--- src/rtl/brc_pkg.sv ---
package brc_pkg;

  localparam int CYC_W = 5;

  typedef enum logic [3:0] {
    K_NONE,
    K_JCC,
    K_JMP,
    K_CCC,
    K_CALL,
    K_RCC,
    K_RET,
    K_RST,
    K_RSTV,
    K_PCHL
  } kind_t;

  localparam logic [7:0] OP_JMP  = 8'hC3;
  localparam logic [7:0] OP_CALL = 8'hCD;
  localparam logic [7:0] OP_RET  = 8'hC9;
  localparam logic [7:0] OP_PCHL = 8'hE9;
  localparam logic [7:0] OP_RSTV = 8'hCB;

  localparam logic [CYC_W-1:0] CY_JCC_N  = 5'd7;
  localparam logic [CYC_W-1:0] CY_JCC_T  = 5'd10;
  localparam logic [CYC_W-1:0] CY_JMP    = 5'd10;
  localparam logic [CYC_W-1:0] CY_CCC_N  = 5'd9;
  localparam logic [CYC_W-1:0] CY_CCC_T  = 5'd18;
  localparam logic [CYC_W-1:0] CY_CALL   = 5'd18;
  localparam logic [CYC_W-1:0] CY_RCC_N  = 5'd6;
  localparam logic [CYC_W-1:0] CY_RCC_T  = 5'd12;
  localparam logic [CYC_W-1:0] CY_RET    = 5'd10;
  localparam logic [CYC_W-1:0] CY_RST    = 5'd12;
  localparam logic [CYC_W-1:0] CY_RSTV_N = 5'd6;
  localparam logic [CYC_W-1:0] CY_PCHL   = 5'd6;

endpackage

--- src/rtl/brc_decode.sv ---
module brc_decode
  import brc_pkg::*;
(
  input  logic [7:0] op,
  output kind_t      kind,
  output logic [2:0] sel
);

  assign sel = op[5:3];

  always_comb begin
    kind = K_NONE;
    if (op[7:6] == 2'b11) begin
      unique case (op[2:0])
        3'b000: kind = K_RCC;
        3'b001: begin
          if (op == OP_RET)       kind = K_RET;
          else if (op == OP_PCHL) kind = K_PCHL;
        end
        3'b010: kind = K_JCC;
        3'b011: begin
          if (op == OP_JMP)       kind = K_JMP;
          else if (op == OP_RSTV) kind = K_RSTV;
        end
        3'b100: kind = K_CCC;
        3'b101: if (op == OP_CALL) kind = K_CALL;
        3'b111: kind = K_RST;
        default: kind = K_NONE;
      endcase
    end
  end

endmodule

--- src/rtl/brc_cond.sv ---
module brc_cond #(
  parameter int NCOND = 8
) (
  input  logic [2:0] sel,
  input  logic       fz,
  input  logic       fc,
  input  logic       fp,
  input  logic       fs,
  output logic       met
);

  logic [3:0]       fv;
  logic [NCOND-1:0] tv;

  // Pairs of codes share one flag; the odd code tests it set, the even code clear.
  assign fv = {fs, fp, fc, fz};

  for (genvar g = 0; g < NCOND; g++) begin : g_test
    if (g % 2 == 1) begin : g_set
      assign tv[g] = fv[g/2];
    end else begin : g_clr
      assign tv[g] = ~fv[g/2];
    end
  end

  assign met = tv[sel];

endmodule

--- src/rtl/brc_next.sv ---
module brc_next
  import brc_pkg::*;
#(
  parameter int ADDR_W     = 16,
  parameter int RST_STRIDE = 8,
  parameter int OVF_VEC    = 64
) (
  input  kind_t              kind,
  input  logic               met,
  input  logic [2:0]         vec_idx,
  input  logic               ovf,
  input  logic [ADDR_W-1:0]  pc,
  input  logic [ADDR_W-1:0]  sp,
  input  logic [ADDR_W-1:0]  tgt,
  input  logic [ADDR_W-1:0]  hl,
  input  logic [ADDR_W-1:0]  top,
  output logic               ctl,
  output logic               taken,
  output logic [ADDR_W-1:0]  npc,
  output logic [ADDR_W-1:0]  nsp,
  output logic               push,
  output logic [ADDR_W-1:0]  push_word,
  output logic [ADDR_W-1:0]  push_hi,
  output logic [ADDR_W-1:0]  push_lo,
  output logic               pop,
  output logic [CYC_W-1:0]   cyc
);

  localparam logic [ADDR_W-1:0] STEP1   = ADDR_W'(1);
  localparam logic [ADDR_W-1:0] STEP2   = ADDR_W'(2);
  localparam logic [ADDR_W-1:0] STEP3   = ADDR_W'(3);
  localparam logic [ADDR_W-1:0] OVF_ADR = ADDR_W'(OVF_VEC);

  logic [ADDR_W-1:0] pc1, pc3, sp_dn, sp_up, rst_adr;

  assign pc1     = pc + STEP1;
  assign pc3     = pc + STEP3;
  assign sp_dn   = sp - STEP2;
  assign sp_up   = sp + STEP2;
  assign rst_adr = ADDR_W'(32'(vec_idx) * RST_STRIDE);

  assign push_hi = push ? sp - STEP1 : '0;
  assign push_lo = push ? sp_dn      : '0;

  always_comb begin
    ctl       = 1'b1;
    taken     = 1'b0;
    npc       = pc;
    nsp       = sp;
    push      = 1'b0;
    push_word = '0;
    pop       = 1'b0;
    cyc       = '0;
    unique case (kind)
      K_JCC: begin
        taken = met;
        npc   = met ? tgt : pc3;
        cyc   = met ? CY_JCC_T : CY_JCC_N;
      end
      K_JMP: begin
        taken = 1'b1;
        npc   = tgt;
        cyc   = CY_JMP;
      end
      K_CCC, K_CALL: begin
        taken = (kind == K_CALL) || met;
        if (taken) begin
          npc       = tgt;
          nsp       = sp_dn;
          push      = 1'b1;
          push_word = pc3;
          cyc       = (kind == K_CALL) ? CY_CALL : CY_CCC_T;
        end else begin
          npc = pc3;
          cyc = CY_CCC_N;
        end
      end
      K_RCC, K_RET: begin
        taken = (kind == K_RET) || met;
        if (taken) begin
          npc = top;
          nsp = sp_up;
          pop = 1'b1;
          cyc = (kind == K_RET) ? CY_RET : CY_RCC_T;
        end else begin
          npc = pc1;
          cyc = CY_RCC_N;
        end
      end
      K_RST, K_RSTV: begin
        taken = (kind == K_RST) || ovf;
        if (taken) begin
          npc       = (kind == K_RST) ? rst_adr : OVF_ADR;
          nsp       = sp_dn;
          push      = 1'b1;
          push_word = pc1;
          cyc       = CY_RST;
        end else begin
          npc = pc1;
          cyc = CY_RSTV_N;
        end
      end
      K_PCHL: begin
        taken = 1'b1;
        npc   = hl;
        cyc   = CY_PCHL;
      end
      default: ctl = 1'b0;
    endcase
  end

endmodule

--- src/rtl/branch_resolver.sv ---
module branch_resolver
  import brc_pkg::*;
#(
  parameter int ADDR_W     = 16,
  parameter int RST_STRIDE = 8,
  parameter int OVF_VEC    = 64
) (
  input  logic              clk,
  input  logic              rst,
  input  logic              req_valid,
  input  logic [7:0]        opcode,
  input  logic [ADDR_W-1:0] cur_pc,
  input  logic [ADDR_W-1:0] cur_sp,
  input  logic [ADDR_W-1:0] operand,
  input  logic [ADDR_W-1:0] hl,
  input  logic [ADDR_W-1:0] pop_word,
  input  logic              flag_zero,
  input  logic              flag_carry,
  input  logic              flag_parity,
  input  logic              flag_sign,
  input  logic              flag_ovf,
  output logic              res_valid,
  output logic              res_ctl,
  output logic              res_taken,
  output logic [ADDR_W-1:0] res_pc,
  output logic [ADDR_W-1:0] res_sp,
  output logic              res_push,
  output logic [ADDR_W-1:0] res_push_word,
  output logic [ADDR_W-1:0] res_push_hi_addr,
  output logic [ADDR_W-1:0] res_push_lo_addr,
  output logic              res_pop,
  output logic [CYC_W-1:0]  res_cycles
);

  kind_t             kind;
  logic [2:0]        sel;
  logic              met;
  logic              c_ctl, c_taken, c_push, c_pop;
  logic [ADDR_W-1:0] c_pc, c_sp, c_word, c_hi, c_lo;
  logic [CYC_W-1:0]  c_cyc;

  brc_decode u_dec (
    .op   (opcode),
    .kind (kind),
    .sel  (sel)
  );

  brc_cond #(.NCOND(8)) u_cond (
    .sel (sel),
    .fz  (flag_zero),
    .fc  (flag_carry),
    .fp  (flag_parity),
    .fs  (flag_sign),
    .met (met)
  );

  brc_next #(
    .ADDR_W     (ADDR_W),
    .RST_STRIDE (RST_STRIDE),
    .OVF_VEC    (OVF_VEC)
  ) u_next (
    .kind      (kind),
    .met       (met),
    .vec_idx   (sel),
    .ovf       (flag_ovf),
    .pc        (cur_pc),
    .sp        (cur_sp),
    .tgt       (operand),
    .hl        (hl),
    .top       (pop_word),
    .ctl       (c_ctl),
    .taken     (c_taken),
    .npc       (c_pc),
    .nsp       (c_sp),
    .push      (c_push),
    .push_word (c_word),
    .push_hi   (c_hi),
    .push_lo   (c_lo),
    .pop       (c_pop),
    .cyc       (c_cyc)
  );

  always_ff @(posedge clk) begin
    if (rst) begin
      res_valid        <= 1'b0;
      res_ctl          <= 1'b0;
      res_taken        <= 1'b0;
      res_pc           <= '0;
      res_sp           <= '0;
      res_push         <= 1'b0;
      res_push_word    <= '0;
      res_push_hi_addr <= '0;
      res_push_lo_addr <= '0;
      res_pop          <= 1'b0;
      res_cycles       <= '0;
    end else begin
      res_valid <= req_valid;
      if (req_valid) begin
        res_ctl          <= c_ctl;
        res_taken        <= c_taken;
        res_pc           <= c_pc;
        res_sp           <= c_sp;
        res_push         <= c_push;
        res_push_word    <= c_word;
        res_push_hi_addr <= c_hi;
        res_push_lo_addr <= c_lo;
        res_pop          <= c_pop;
        res_cycles       <= c_cyc;
      end else begin
        res_push <= 1'b0;
        res_pop  <= 1'b0;
      end
    end
  end


  valid_lat_chk: assert property (@(posedge clk) disable iff (rst)
    res_valid == $past(req_valid));


  push_pop_excl_chk: assert property (@(posedge clk) disable iff (rst)
    $onehot0({res_push, res_pop}));


  push_sp_chk: assert property (@(posedge clk) disable iff (rst)
    res_valid && res_push |-> res_sp == $past(cur_sp) - ADDR_W'(2)
                              && res_push_hi_addr == $past(cur_sp) - ADDR_W'(1));


  pop_pc_chk: assert property (@(posedge clk) disable iff (rst)
    res_valid && res_pop |-> res_pc == $past(pop_word)
                             && res_sp == $past(cur_sp) + ADDR_W'(2));


  hl_jump_chk: assert property (@(posedge clk) disable iff (rst)
    res_valid && $past(opcode) == OP_PCHL |-> res_pc == $past(hl) && res_taken);


  nonctl_quiet_chk: assert property (@(posedge clk) disable iff (rst)
    res_valid && !res_ctl |-> !res_taken && !res_push && !res_pop && res_cycles == '0);

endmodule

--- config.mk ---
export PLATFORM = sky130hd
export DESIGN_NAME = branch_resolver
export DESIGN_NICKNAME = d
export VERILOG_FILES = /design/src/rtl/brc_pkg.sv /design/src/rtl/brc_decode.sv /design/src/rtl/brc_cond.sv /design/src/rtl/brc_next.sv /design/src/rtl/branch_resolver.sv
export SDC_FILE = /design/constraint.sdc
export NUM_CORES = 1
export LEC_CHECK = 0
export ABC_AREA = 1
export BUFFER_PORTS_ARGS = -buffer_cell sky130_fd_sc_hd__clkbuf_2
export CAP_MARGIN = 20
export CORE_MARGIN = 1.5
export CORE_UTILIZATION = 55
export CTS_CLUSTER_DIAMETER = 120
export DETAILED_ROUTE_END_ITERATION = 12
export PLACE_DENSITY = 0.88
export SYNTH_ARGS = -nofsm -noshare
export SYNTH_HDL_FRONTEND = slang
export SYNTH_HIERARCHICAL = 1
export SYNTH_SLANG_ARGS = --single-unit
--- constraint.sdc ---
create_clock -name clk -period 5.4 [get_ports clk]
set_input_delay 0.54 -clock clk [delete_from_list [all_inputs] [get_ports clk]]
set_output_delay 0.54 -clock clk [all_outputs]
set_load 0.01 [all_outputs]
==> reports/summary.txt, run 1 <==
Result of the run -> finished, final reports clean
Average routed wire per standard cell -> 13.1 µm
Share of the synthesized area in the top cell type -> 24.8%
Cells along the critical path -> clkbuf_2 -> inv_1 -> nand2_1 -> nor2_2 -> nand2_1 -> nand2_1 -> inv_2 -> nor2_2 -> nand2_1 -> nand3_1 -> inv_1 -> nor2_1 -> o211ai_1 -> nor2_1 -> nor2_1 -> inv_1 -> nand2_1 -> nand2_1 -> nor2_1
Horizontal die dimension -> 118 µm
Post-synthesis instance total -> 1,346
Min-Delay Path Depth -> 2
# H-tree levels -> 3
CTS Buf Count -> 9
Clock latency on the worst-skew pair -> 0.35 ns
Initial standard-cell utilization of the core -> 57.0%
Number of placed instances with taps included -> 1,650
Number of buffers added to fix hold violations after cts -> 0
Top cell type by total area after synthesis -> sky130_fd_sc_hd__dfxtp_1
Reg-to-reg startpoint -> res_cycles[3]$_SDFFE_PP0P_
Pleak -> 4.72 nW
Maximum capacitance violations -> 0
# setup viols final -> 0
CTS tree -> done
Final Max Tran Viols -> 0
Cell types with the largest area share after synthesis -> sky130_fd_sc_hd__dfxtp_1, sky130_fd_sc_hd__nand2_1, sky130_fd_sc_hd__nor2_1
Setup slack on the worst flop-to-flop path -> 4.77 ns
Number of antenna repair diodes -> 0
Clk slew on worst S/H paths -> 0.07 ns
Library cells used by synthesis -> 34
Root buffer cell -> sky130_fd_sc_hd__clkbuf_16
First-pass GRT wire length -> 35,600 µm
Fraction of power consumed by sequential logic -> 40.1%
Synth async-reset ratio -> 0%
Critical path's most frequent cell -> sky130_fd_sc_hd__nand2_1
Delay-heaviest family, CP -> simple AND/OR/NAND/NOR gates
Detailed-route wire length -> 21,800 µm
Share of final-layout standard cells stronger than drive strength 1 -> 16.2%
Buffers plus inverters on the worst setup path -> 5
Hold Fails Final Rpt -> 0
Residual DRC -> 0
Worst Max-Slew Pin Slew -> 0.985 ns
Switching power share of the total -> 32.2%
Die area -> 13,900 µm²
Max Clk Rate -> 0.345 GHz
Worst-case hold path end point -> res_valid$_SDFF_PP0_
Required time of the critical path -> 5.65 ns
Power density over cell area -> 216 nW/µm²
Final Non-Filler Cells -> 1,667
Grt total ovfl -> 0
Final worst clock skew -> 0 ns
Post-DP HPWL -> 16,600 µm
Share of the clock period used by the worst path -> 53.7%
Worst R2R End -> res_cycles[3]$_SDFFE_PP0P_
Io pins -> 186
Largest buffer count on any clock path -> 2
Total Routing Usage GR -> 31.1%
Combinational share of power -> 23.9%
Net count after synthesis -> 1,447
Net total in the final layout -> 1,591
Cell Rows -> 41
Peak VDD IR -> 171 µV
Largest net degree at the start of global routing -> 118
Sw power -> 0.000584 W
Worst setup path class -> in -> reg
Highest net fanout along the worst path -> 24
Critical Path AT -> 3.15 ns
Critical Path Max Stage Delay -> 0.68 ns
Part of the Yosys area used for sequential elements -> 24.8%
Warnings, synthesis -> 6
Routability Congestion -> 1.01
Tmin final -> 2.90 ns
Standard cell with the maximum stage delay on the critical path -> sky130_fd_sc_hd__nand3_1
RSZ-0062 raised after global routing -> false
Category of the worst setup path launch point -> primary input
Remaining number of nets flagged by the antenna check after routing -> 0
Worst Hold Slack -> 0.379 ns
Internal -> 0.00123 W
Synth Cell Area -> 7280 µm²
Sinks on the clock net -> 90
Worst hold-check path type -> in -> reg
Number of buffers inserted to repair setup after CTS -> 0
Post-synth EDFFs -> 0
Per-instance average area after synthesis -> 5.41 µm²
Tightest slew margin relative to the limit -> 34.1%
Total power -> 0.00182 W
Total cell area at the placement stage -> 8070 µm²
Most common flop cell mapped by yosys -> sky130_fd_sc_hd__dfxtp_1
Drt first pass iters -> 7
Critical path endpoint category -> register
Reg2Reg Depth -> 2
Core Region -> 12,800 µm²
Layout-stage area growth over the synthesis result -> 15.4%
Total via count after detailed routing -> 8,406
Most used standard cell by instance count after synthesis -> sky130_fd_sc_hd__nand2_1
# resized after CTS -> 0
Vias in the first global route -> 7,169
Mean number of vias per cell -> 5.04
Overall die height -> 118 µm
Setup TNS -> 0 ns
1st-iter DRT viols -> 1,052
Most frequent cells after synthesis -> sky130_fd_sc_hd__nand2_1, sky130_fd_sc_hd__nor2_1, sky130_fd_sc_hd__inv_1
Seq cells post-synth -> 90
Initial antenna violation count -> 0
Hold Crit Start -> rst
Fraction of power consumed by the clock network -> 36.0%
Number of buffers inserted by port buffering -> 185
Total non-filler cell area in the finished layout -> 8400 µm²
-- placed cells by master, fill, tap and decap left out, drive strengths merged --
cell type / synthesis / layout
o211ai: 6 / 6
ha: 5 / 5
a22o: 1 / 1
o21ai: 31 / 31
o22ai: 2 / 2
a32oi: 2 / 2
a21oi: 13 / 13
clkinv: 3 / 4
xor2: 31 / 31
nand2: 450 / 450
dfxtp: 90 / 90
bufinv: 0 / 1
o21bai: 1 / 1
buf: 40 / 4
clkinvlp: 0 / 1
nor4: 1 / 1
nor2: 332 / 332
and3: 2 / 2
clkbuf: 15 / 195
nand4: 19 / 19
nor3: 9 / 9
inv: 211 / 213
a22oi: 3 / 3
nand3b: 1 / 1
xnor2: 5 / 5
nand3: 73 / 73
-- kinds of logic (layout without fill, tap and decap cells) --
group / after synthesis / after routing / share of synthesized area (%)
buffers and inverters: 269 / 418 / 16.1
adder cells (fa/ha/maj): 5 / 5 / 0.860
AND/OR/NAND/NOR: 887 / 887 / 49.3
XOR/XNOR: 36 / 36 / 4.33
flip-flops: 90 / 90 / 24.8
AO/OA/AOI/OAI: 59 / 59 / 4.64
-- metal layers --
layer	global-route usage (%)	share of wire [%]	vias to the layer above
met5	0	0	-
met4	7.85	1.7	0
met3	4.75	9.1	34
met2	46.2	42	418
met1	46.7	47	3661
li1	-	-	4293
-- area by class of cell --
type | count | area (µm²)
flip-flops and latches | 90 | 1800
repair buffers | 188 | 971
inverters | 214 | 803
clock buffers | 11 | 243
fillers | 1286 | 4380
well taps | 172 | 215
multi-input cells | 987 | 4300
clock inverters | 5 | 60.1
-- power by group through the flow --
stage	Sequential, W	Combinational (W)	Clock [W]
finish	0.000728	0.000434	0.000653
floorplan	0.000759	0.000270	0
CTS	0.000728	0.000426	0.000661
global route	0.000732	0.000488	0.000688
detailed placement	0.000742	0.000424	0
global placement	0.000741	0.000420	0
-- flip-flops by register name, summed over array words and instances (netlist names) --
| register | count |
|---|---|
| res_push | 1 |
| res_push_word | 16 |
| res_taken | 1 |
| res_ctl | 1 |
| res_push_lo_addr | 16 |
| res_sp | 16 |
| res_pc | 16 |
| res_push_hi_addr | 16 |
| res_cycles | 5 |
| res_pop | 1 |
| res_valid | 1 |
-- worst max-delay path by stage --
stage	from	endpoint	slack [ns]	cells past startpoint
2_1_floorplan	opcode[7]	res_sp[5]$_SDFFE_PP0P_	3.09	20
3_3_place_gp	opcode[1]	res_pc[3]$_SDFFE_PP0P_	2.24	19
3_5_place_dp	opcode[3]	res_pc[3]$_SDFFE_PP0P_	2.14	18
4_1_cts	opcode[1]	res_pc[3]$_SDFFE_PP0P_	2.51	19
5_1_grt	opcode[5]	res_pc[5]$_SDFFE_PP0P_	2.08	20
6_report	opcode[1]	res_pc[3]$_SDFFE_PP0P_	2.50	19
-- metrics by stage --
step                util (%)  setup slack, ns
finish                  65.7             2.50
global placement        63.2             2.24
detailed placement      63.2             2.14
global route            65.7             2.08
CTS                     65.5             2.51
floorplan                  -             3.09
-- worst register-to-register path, delay by kind of cell (launching register included) --
family / cells / cell delay [ns]
flops: 1 / 0.38
simple gates: 2 / 0.19
Power figures use the tool's default switching activity.
==> run 2: changes to the inputs <==
==> constraint.sdc (replaced) <==
create_clock -name clk -period 2.68 [get_ports clk]
set_input_delay 0.268 -clock clk [delete_from_list [all_inputs] [get_ports clk]]
set_output_delay 0.268 -clock clk [all_outputs]
set_load 0.01 [all_outputs]
==> run 2 against run 1 <==
  * Critical path depth rose by 3
  * Die area unchanged
  * Utilization up 1.2 points
  * Count of clock-buffer cells in the layout did not move
  * Clock power is 85% higher
  * Power is 97% higher
  * Combinational power up 110%
  * Largest cell class unchanged
  * Cell area increased by 1.8%
  * Wire length rose by 0.93%
  * Global-route usage rose by 0.33 points
==> reports/summary.txt, run 2 (synthesis gave the netlist of run 1 again) <==
Result of the run -> finished, final reports clean (unchanged)
Post-DP HPWL -> 16,800 µm (was 16,600 µm)
Final Max Tran Viols -> 0 (unchanged)
# H-tree levels -> 3 (unchanged)
Worst setup path class -> in -> reg (unchanged)
Count of filler cells inserted in the layout -> 1,232 (was 1,286)
Detailed-route wire length -> 22,000 µm (was 21,800 µm)
Share of the clock period used by the worst path -> 85.5%
Max Clk Rate -> 0.436 GHz
Largest buffer count on any clock path -> 2 (unchanged)
Overall die height -> 118 µm (unchanged)
Power density over cell area -> 418 nW/µm² (was 216 nW/µm²)
Number of antenna repair diodes -> 0 (unchanged)
Combinational share of power -> 25.0% (was 23.9%)
Switching power share of the total -> 32.9% (was 32.2%)
Fraction of power consumed by the clock network -> 34.0% (was 36.0%)
Root buffer cell -> sky130_fd_sc_hd__clkbuf_16 (unchanged)
Number of buffers inserted by port buffering -> 185 (unchanged)
Tmin final -> 2.29 ns
Critical Path AT -> 2.54 ns (was 3.15 ns)
1st-iter DRT viols -> 942 (was 1,052)
Remaining number of nets flagged by the antenna check after routing -> 0 (unchanged)
Io pins -> 186 (unchanged)
CTS Buf Count -> 9 (unchanged)
Total Routing Usage GR -> 31.4% (was 31.1%)
Sinks on the clock net -> 90 (unchanged)
Worst hold-check path type -> in -> reg (unchanged)
Final worst clock skew -> 0 ns (unchanged)
Total non-filler cell area in the finished layout -> 8550 µm² (was 8400 µm²)
Maximum capacitance violations -> 0 (unchanged)
Worst R2R End -> res_sp[15]$_SDFFE_PP0P_ (was res_cycles[3]$_SDFFE_PP0P_)
Total cell area at the placement stage -> 8260 µm² (was 8070 µm²)
Cell Rows -> 41 (unchanged)
Horizontal die dimension -> 118 µm (unchanged)
Top library cells by usage in the layout, fill and taps aside -> sky130_fd_sc_hd__nand2_1, sky130_fd_sc_hd__nor2_1, sky130_fd_sc_hd__inv_1 (unchanged)
Hold Crit Start -> rst (unchanged)
Residual DRC -> 0 (unchanged)
Required time of the critical path -> 2.93 ns (was 5.65 ns)
Internal -> 0.00240 W (was 0.00123 W)
Area used by multi-input combinational logic -> 4310 µm² (was 4300 µm²)
Total via count after detailed routing -> 8,429 (was 8,406)
Reg2Reg Depth -> 2 (unchanged)
Initial antenna violation count -> 0 (unchanged)
Hold Fails Final Rpt -> 0 (unchanged)
Setup slack on the worst flop-to-flop path -> 2.06 ns (was 4.77 ns)
Initial standard-cell utilization of the core -> 57.0% (unchanged)
Vias in the first global route -> 7,305 (was 7,169)
Seq. cell area -> 1800 µm² (unchanged)
Routability Congestion -> 1.00 (was 1.01)
Average routed wire per standard cell -> 13.1 µm (about the same)
Die area -> 13,900 µm² (unchanged)
Core Region -> 12,800 µm² (unchanged)
Fraction of power consumed by sequential logic -> 41.0% (was 40.1%)
Mean number of vias per cell -> 5.00 (was 5.04)
Critical path endpoint category -> register (unchanged)
Net total in the final layout -> 1,609 (was 1,591)
Worst Max-Slew Pin Slew -> 0.694 ns (was 0.985 ns)
Most frequent standard cell in the layout excluding fill and tap cells -> sky130_fd_sc_hd__nand2_1 (unchanged)
Category of the worst setup path launch point -> primary input (unchanged)
Reg-to-reg startpoint -> res_sp[15]$_SDFFE_PP0P_ (was res_cycles[3]$_SDFFE_PP0P_)
Highest net fanout along the worst path -> 14 (was 24)
Clk slew on worst S/H paths -> 0.06 ns (was 0.07 ns)
Clock latency on the worst-skew pair -> 0.35 ns (about the same)
Share of final-layout standard cells stronger than drive strength 1 -> 17.2% (was 16.2%)
Number of buffers inserted to repair setup after CTS -> 0 (unchanged)
# setup viols final -> 0 (unchanged)
End point of the critical path -> res_sp[15]$_SDFFE_PP0P_ (was res_pc[3]$_SDFFE_PP0P_)
CTS tree -> done (unchanged)
Drt first pass iters -> 6 (was 7)
Grt total ovfl -> 0 (unchanged)
RSZ-0062 raised after global routing -> false (unchanged)
Pleak -> 4.81 nW (was 4.72 nW)
Largest net degree at the start of global routing -> 178 (was 118)
Setup TNS -> 0 ns (unchanged)
First-pass GRT wire length -> 36,000 µm (was 35,600 µm)
Peak VDD IR -> 314 µV (was 171 µV)
Tightest slew margin relative to the limit -> 53.7% (was 34.1%)
Startpoint of the worst setup timing path -> opcode[5] (was opcode[1])
Layout-stage area growth over the synthesis result -> 17.5% (was 15.4%)
Sw power -> 0.00118 W (was 0.000584 W)
[run 2: cell count changes in the layout (fill, tap and decap cells not counted), sizes merged]
| cell | before | now |
|---|---|---|
| clkinvlp | 1 | 2 |
| clkinv | 4 | 5 |
| inv | 213 | 212 |
| bufinv | 1 | 0 |
| buf | 4 | 22 |
[run 2: per-layer routing]
| metal | vias up | track usage (%) | share of wire [%] |
|---|---|---|---|
| li1 | 4336 | - | - |
| met1 | 3673 | 47.1 | 47 |
| met2 | 400 | 46.8 | 43 |
| met3 | 20 | 5.23 | 9.2 |
| met4 | 0 | 7.09 | 1.1 |
| met5 | - | 0 | 0 |
[run 2: timing repair]
item / in CTS / in global routing
endpoints found under the setup margin: 0 / 1
hold buffers: 0 / 0
resized for setup: 0 / 1
[run 2: area by class of cell]
class / count / share of cell area [%]
timing repair buffer: 206 / 13.3
sequential: 90 / 21.1
multi-input combinational: 987 / 50.4
clock inverter: 5 / 0.439
tap: 172 / 2.52
inverter: 214 / 9.40
clock buffer: 11 / 2.84
[run 2: worst min-delay path by stage]
stage          depth (start not counted)                                 to
2_1_floorplan                          1               res_valid$_SDFF_PP0_
3_3_place_gp                           2  res_push_hi_addr[13]$_SDFFE_PP0P_
3_5_place_dp                           2               res_valid$_SDFF_PP0_
4_1_cts                                2               res_valid$_SDFF_PP0_
5_1_grt                                2               res_valid$_SDFF_PP0_
6_report                               2               res_valid$_SDFF_PP0_
[run 2: worst max-delay path, cell delays in order]
cell and delay, ns:
sky130_fd_sc_hd__clkbuf_2 0.11, sky130_fd_sc_hd__inv_1 0.07, sky130_fd_sc_hd__nand2_1 0.06, sky130_fd_sc_hd__nor2_2 0.14, sky130_fd_sc_hd__nand2_1 0.09, sky130_fd_sc_hd__nand3_1 0.07, sky130_fd_sc_hd__nand2_1 0.05, sky130_fd_sc_hd__inv_1 0.15
sky130_fd_sc_hd__inv_1 0.10, sky130_fd_sc_hd__nor2_1 0.16, sky130_fd_sc_hd__nand2_2 0.12, sky130_fd_sc_hd__nand2_2 0.09, sky130_fd_sc_hd__buf_4 0.20, sky130_fd_sc_hd__nand4_1 0.17, sky130_fd_sc_hd__o21ai_0 0.27, sky130_fd_sc_hd__nand2_1 0.09
sky130_fd_sc_hd__nand2_1 0.06, sky130_fd_sc_hd__nand2_1 0.05, sky130_fd_sc_hd__inv_1 0.04, sky130_fd_sc_hd__nand2_1 0.04, sky130_fd_sc_hd__nand2_1 0.08, sky130_fd_sc_hd__nor2_1 0.04
[run 2: power by group through the flow]
| stage | Sequential [W] | Combinational, W | Clock [W] |
|---|---|---|---|
| 5_1_grt | 0.00147 | 0.00101 | 0.00129 |
| 3_5_place_dp | 0.00150 | 0.000877 | 0 |
| 3_3_place_gp | 0.00149 | 0.000869 | 0 |
| 6_report | 0.00147 | 0.000894 | 0.00121 |
| 4_1_cts | 0.00147 | 0.000883 | 0.00123 |
| 2_1_floorplan | 0.00153 | 0.000544 | 0 |
[run 2: stage by stage]
step / instances / setup WS (ns) / power [W] / util [%] / hold slack, ns
global placement: 1669 / 0.0687 / 0.00236 / 64.7 / 0.455
global route: 1685 / 0.0768 / 0.00377 / 66.9 / 0.108
CTS: 1685 / 0.411 / 0.00358 / 66.9 / 0.0937
finish: 1685 / 0.388 / 0.00358 / 66.9 / 0.0968
detailed placement: 1669 / 0.0537 / 0.00237 / 64.7 / 0.459
floorplan: 1346 / 0.643 / 0.00207 / - / 0.339
==> run 3: changes to the inputs <==
--- a/config.mk
+++ b/config.mk
@@ -9,10 +9,10 @@
 export BUFFER_PORTS_ARGS = -buffer_cell sky130_fd_sc_hd__clkbuf_2
 export CAP_MARGIN = 20
 export CORE_MARGIN = 1.5
-export CORE_UTILIZATION = 55
+export CORE_UTILIZATION = 49
 export CTS_CLUSTER_DIAMETER = 120
 export DETAILED_ROUTE_END_ITERATION = 12
-export PLACE_DENSITY = 0.88
+export PLACE_DENSITY = 0.84
 export SYNTH_ARGS = -nofsm -noshare
 export SYNTH_HDL_FRONTEND = slang
 export SYNTH_HIERARCHICAL = 1
==> constraint.sdc (replaced) <==
create_clock -name clk -period 2.1 [get_ports clk]
set_input_delay 0.21 -clock clk [delete_from_list [all_inputs] [get_ports clk]]
set_output_delay 0.21 -clock clk [all_outputs]
set_load 0.01 [all_outputs]
==> run 3 against run 2 <==
  * Sequential share of layout area fell by 1.9 points
  * Non-clock buffer count increased by 69
  * Critical path depth increased by 1
  * Final cell count is 4.9% higher
  * Worst setup slack worse by 0.28 ns
  * Register-to-register slack got worse by 0.56 ns
  * Largest power group unchanged
  * Combinational power is 42% higher
  * Count of clock-buffer cells in the layout unchanged
  * Sequential power is 27% higher
==> reports/summary.txt, run 3 (synthesis gave the netlist of run 1 again) <==
Highest net fanout along the worst path -> 7 (was 14)
Total cell area at the placement stage -> 8780 µm² (was 8260 µm²)
# H-tree levels -> 3 (unchanged)
Worst Hold Slack -> 0.0472 ns (was 0.0968 ns)
Maximum capacitance violations -> 0 (unchanged)
Layout-stage area growth over the synthesis result -> 29.4% (was 17.5%)
Average routed wire per standard cell -> 13.3 µm (was 13.1 µm)
Final Max Tran Viols -> 0 (unchanged)
Total via count after detailed routing -> 8,752 (was 8,429)
Initial antenna violation count -> 0 (unchanged)
Total Routing Usage GR -> 29.0% (was 31.4%)
Io pins -> 186 (unchanged)
Worst slack, placed -> -0.372 ns (was 0.0537 ns)
Critical Path Max Stage Delay -> 0.18 ns (was 0.27 ns)
Number of antenna repair diodes -> 0 (unchanged)
Remaining number of nets flagged by the antenna check after routing -> 0 (unchanged)
Worst Max-Slew Pin Slew -> 0.545 ns (was 0.694 ns)
Largest net degree at the start of global routing -> 68 (was 178)
Final worst clock skew -> 0 ns (unchanged)
Number of buffers inserted by port buffering -> 185 (unchanged)
Fraction of power consumed by the clock network -> 35.1% (was 34.0%)
Max Clk Rate -> 0.501 GHz
# setup viols final -> 0 (unchanged)
Result of the run -> finished, final reports clean (unchanged)
Top library cells by usage in the layout, fill and taps aside -> sky130_fd_sc_hd__nand2_1, sky130_fd_sc_hd__nor2_1, sky130_fd_sc_hd__inv_1 (unchanged)
Grt total ovfl -> 0 (unchanged)
Hold Fails Final Rpt -> 0 (unchanged)
Combinational share of power -> 26.3% (was 25.0%)
First-pass GRT wire length -> 37,500 µm (was 36,000 µm)
Tightest slew margin relative to the limit -> 63.6% (was 53.7%)
Required time of the critical path -> 2.35 ns (was 2.93 ns)
Total non-filler cell area in the finished layout -> 9410 µm² (was 8550 µm²)
Horizontal die dimension -> 125 µm (was 118 µm)
Pleak -> 5.23 nW (was 4.81 nW)
Cell Rows -> 44 (was 41)
Worst setup path class -> in -> reg (unchanged)
Sw power -> 0.00154 W (was 0.00118 W)
CTS Buf Count -> 9 (unchanged)
CTS tree -> done (unchanged)
Global routing usage on met1 -> 40.5% (was 47.1%)
Worst hold-check path type -> in -> reg (unchanged)
Peak VDD IR -> 415 µV (was 314 µV)
Residual DRC -> 0 (unchanged)
Clk slew on worst S/H paths -> 0.06 ns (about the same)
Critical path endpoint category -> register (unchanged)
Die area -> 15,600 µm² (was 13,900 µm²)
Detailed-route wire length -> 23,400 µm (was 22,000 µm)
Tmin final -> 1.99 ns
Critical path's most frequent cell -> sky130_fd_sc_hd__nand2_1 (unchanged)
Share of the clock period used by the worst path -> 95.0%
Root buffer cell -> sky130_fd_sc_hd__clkbuf_16 (unchanged)
Cells along the critical path -> buf_8 -> inv_6 -> nand2_4 -> nor2_4 -> nand2_2 -> nand3_2 -> nand2_1 -> inv_2 -> buf_6 -> nor2_4 -> buf_6 -> nand4_1 -> buf_4 -> nand2_2 -> nor2_4 -> buf_12 -> nand3_1 -> nand2_1 -> nand2_1 -> inv_1 -> nand2_1 -> nand2_1 -> nor2_1 (was clkbuf_2 -> inv_1 -> nand2_1 -> nor2_2 -> nand2_1 -> nand3_1 -> nand2_1 -> inv_1 -> inv_1 -> nor2_1 -> nand2_2 -> nand2_2 -> buf_4 -> nand4_1 -> o21ai_0 -> nand2_1 -> nand2_1 -> nand2_1 -> inv_1 -> nand2_1 -> nand2_1 -> nor2_1)
Category of the worst setup path launch point -> primary input (unchanged)
Standard cell with the maximum stage delay on the critical path -> sky130_fd_sc_hd__nor2_4 (was sky130_fd_sc_hd__o21ai_0)
Clock latency on the worst-skew pair -> 0.35 ns (about the same)
Critical Path AT -> 2.24 ns (was 2.54 ns)
Mean number of vias per cell -> 4.95 (was 5.00)
Largest buffer count on any clock path -> 2 (unchanged)
Power density over cell area -> 514 nW/µm² (was 418 nW/µm²)
Switching power share of the total -> 31.8% (was 32.9%)
Sinks on the clock net -> 90 (unchanged)
1st-iter DRT viols -> 953 (was 942)
Internal -> 0.00330 W (was 0.00240 W)
Drt first pass iters -> 6 (unchanged)
Net total in the final layout -> 1,679 (was 1,609)
Initial standard-cell utilization of the core -> 50.1% (was 57.0%)
GRT busiest layer -> met2 (was met1)
Routability Congestion -> 0.965 (was 1.00)
Post-DP HPWL -> 18,000 µm (was 16,800 µm)
Fraction of power consumed by sequential logic -> 38.7% (was 41.0%)
Vias in the first global route -> 7,807 (was 7,305)
Overall die height -> 125 µm (was 118 µm)
Core Region -> 14,500 µm² (was 12,800 µm²)
Share of final-layout standard cells stronger than drive strength 1 -> 22.9% (was 17.2%)
GR Layer Usage met3 -> 4.73% (was 5.23%)
Slack of the critical path -> 0.105 ns (was 0.388 ns)
Most frequent standard cell in the layout excluding fill and tap cells -> sky130_fd_sc_hd__nand2_1 (unchanged)
Met2 capacity usage during global routing -> 45.3% (was 46.8%)
[run 3: cell types whose count changed in the layout (fill, tap and decap cells not counted), sizes merged]
cell    delta
inv        +1
bufinv     +1
buf       +75
clkbuf     -6
clkinv     -2
nand2      +1
[run 3: worst max-delay path, delay by kind of cell]
kind | cells | cell delay [ns]
buf+inv | 8 | 0.80
simple gates | 15 | 1.20
[run 3: final cells by class]
type	count	area, µm²
tap	184	230
inverter	214	825
timing repair buffer	275	1770
clock inverter	5	60.1
sequential	90	1800
clock buffer	11	253
multi-input combinational	988	4470
fill	1402	5120
[run 3: timing repair]
action | in CTS | in global routing
endpoints found under the setup margin | 1 | 73
pin swaps | 1 | 24
buffers inserted | 0 | 9
hold endpoints to repair | 0 | 0
hold buffers | 0 | 0
gates cloned | 0 | 1
gates resized for setup | 1 | 81
[run 3: stage by stage]
step	power (W)	TNS, ns	cells	utilization [%]
floorplan	0.00265	0	1346	-
global placement	0.00308	-13.55	1741	60.4
detailed placement	0.00309	-17.54	1741	60.4
CTS	0.00479	0	1757	62.5
global route	0.00509	-0.476	1767	64.8
finish	0.00484	0	1767	64.8
[run 3: power groups by stage]
| stage | sequential (W) | clock, W | combinational, W |
|---|---|---|---|
| floorplan | 0.00195 | 0 | 0.000695 |
| global placement | 0.00191 | 0 | 0.00117 |
| detailed placement | 0.00191 | 0 | 0.00119 |
| CTS | 0.00187 | 0.00173 | 0.00119 |
| global route | 0.00188 | 0.00180 | 0.00141 |
| finish | 0.00187 | 0.00170 | 0.00127 |
[run 3: metal layers]
layer | share of wire (%) | wire length, µm
met4 | 2.5 | 580
met5 | 0 | 0
met1 | 46 | 10700
met3 | 7.8 | 1830
met2 | 44 | 10300
[run 3: worst paths after layout]
check	cells after the start	to	slack (ns)	start
min reg2reg	2	res_push_word[8]$_SDFFE_PP0P_	0.47	res_push_word[8]$_SDFFE_PP0P_
min	2	res_valid$_SDFF_PP0_	0.05	rst
max reg2reg	2	res_push_lo_addr[1]$_SDFFE_PP0P_	1.50	res_push_lo_addr[1]$_SDFFE_PP0P_
max	23	res_sp[14]$_SDFFE_PP0P_	0.11	opcode[5]
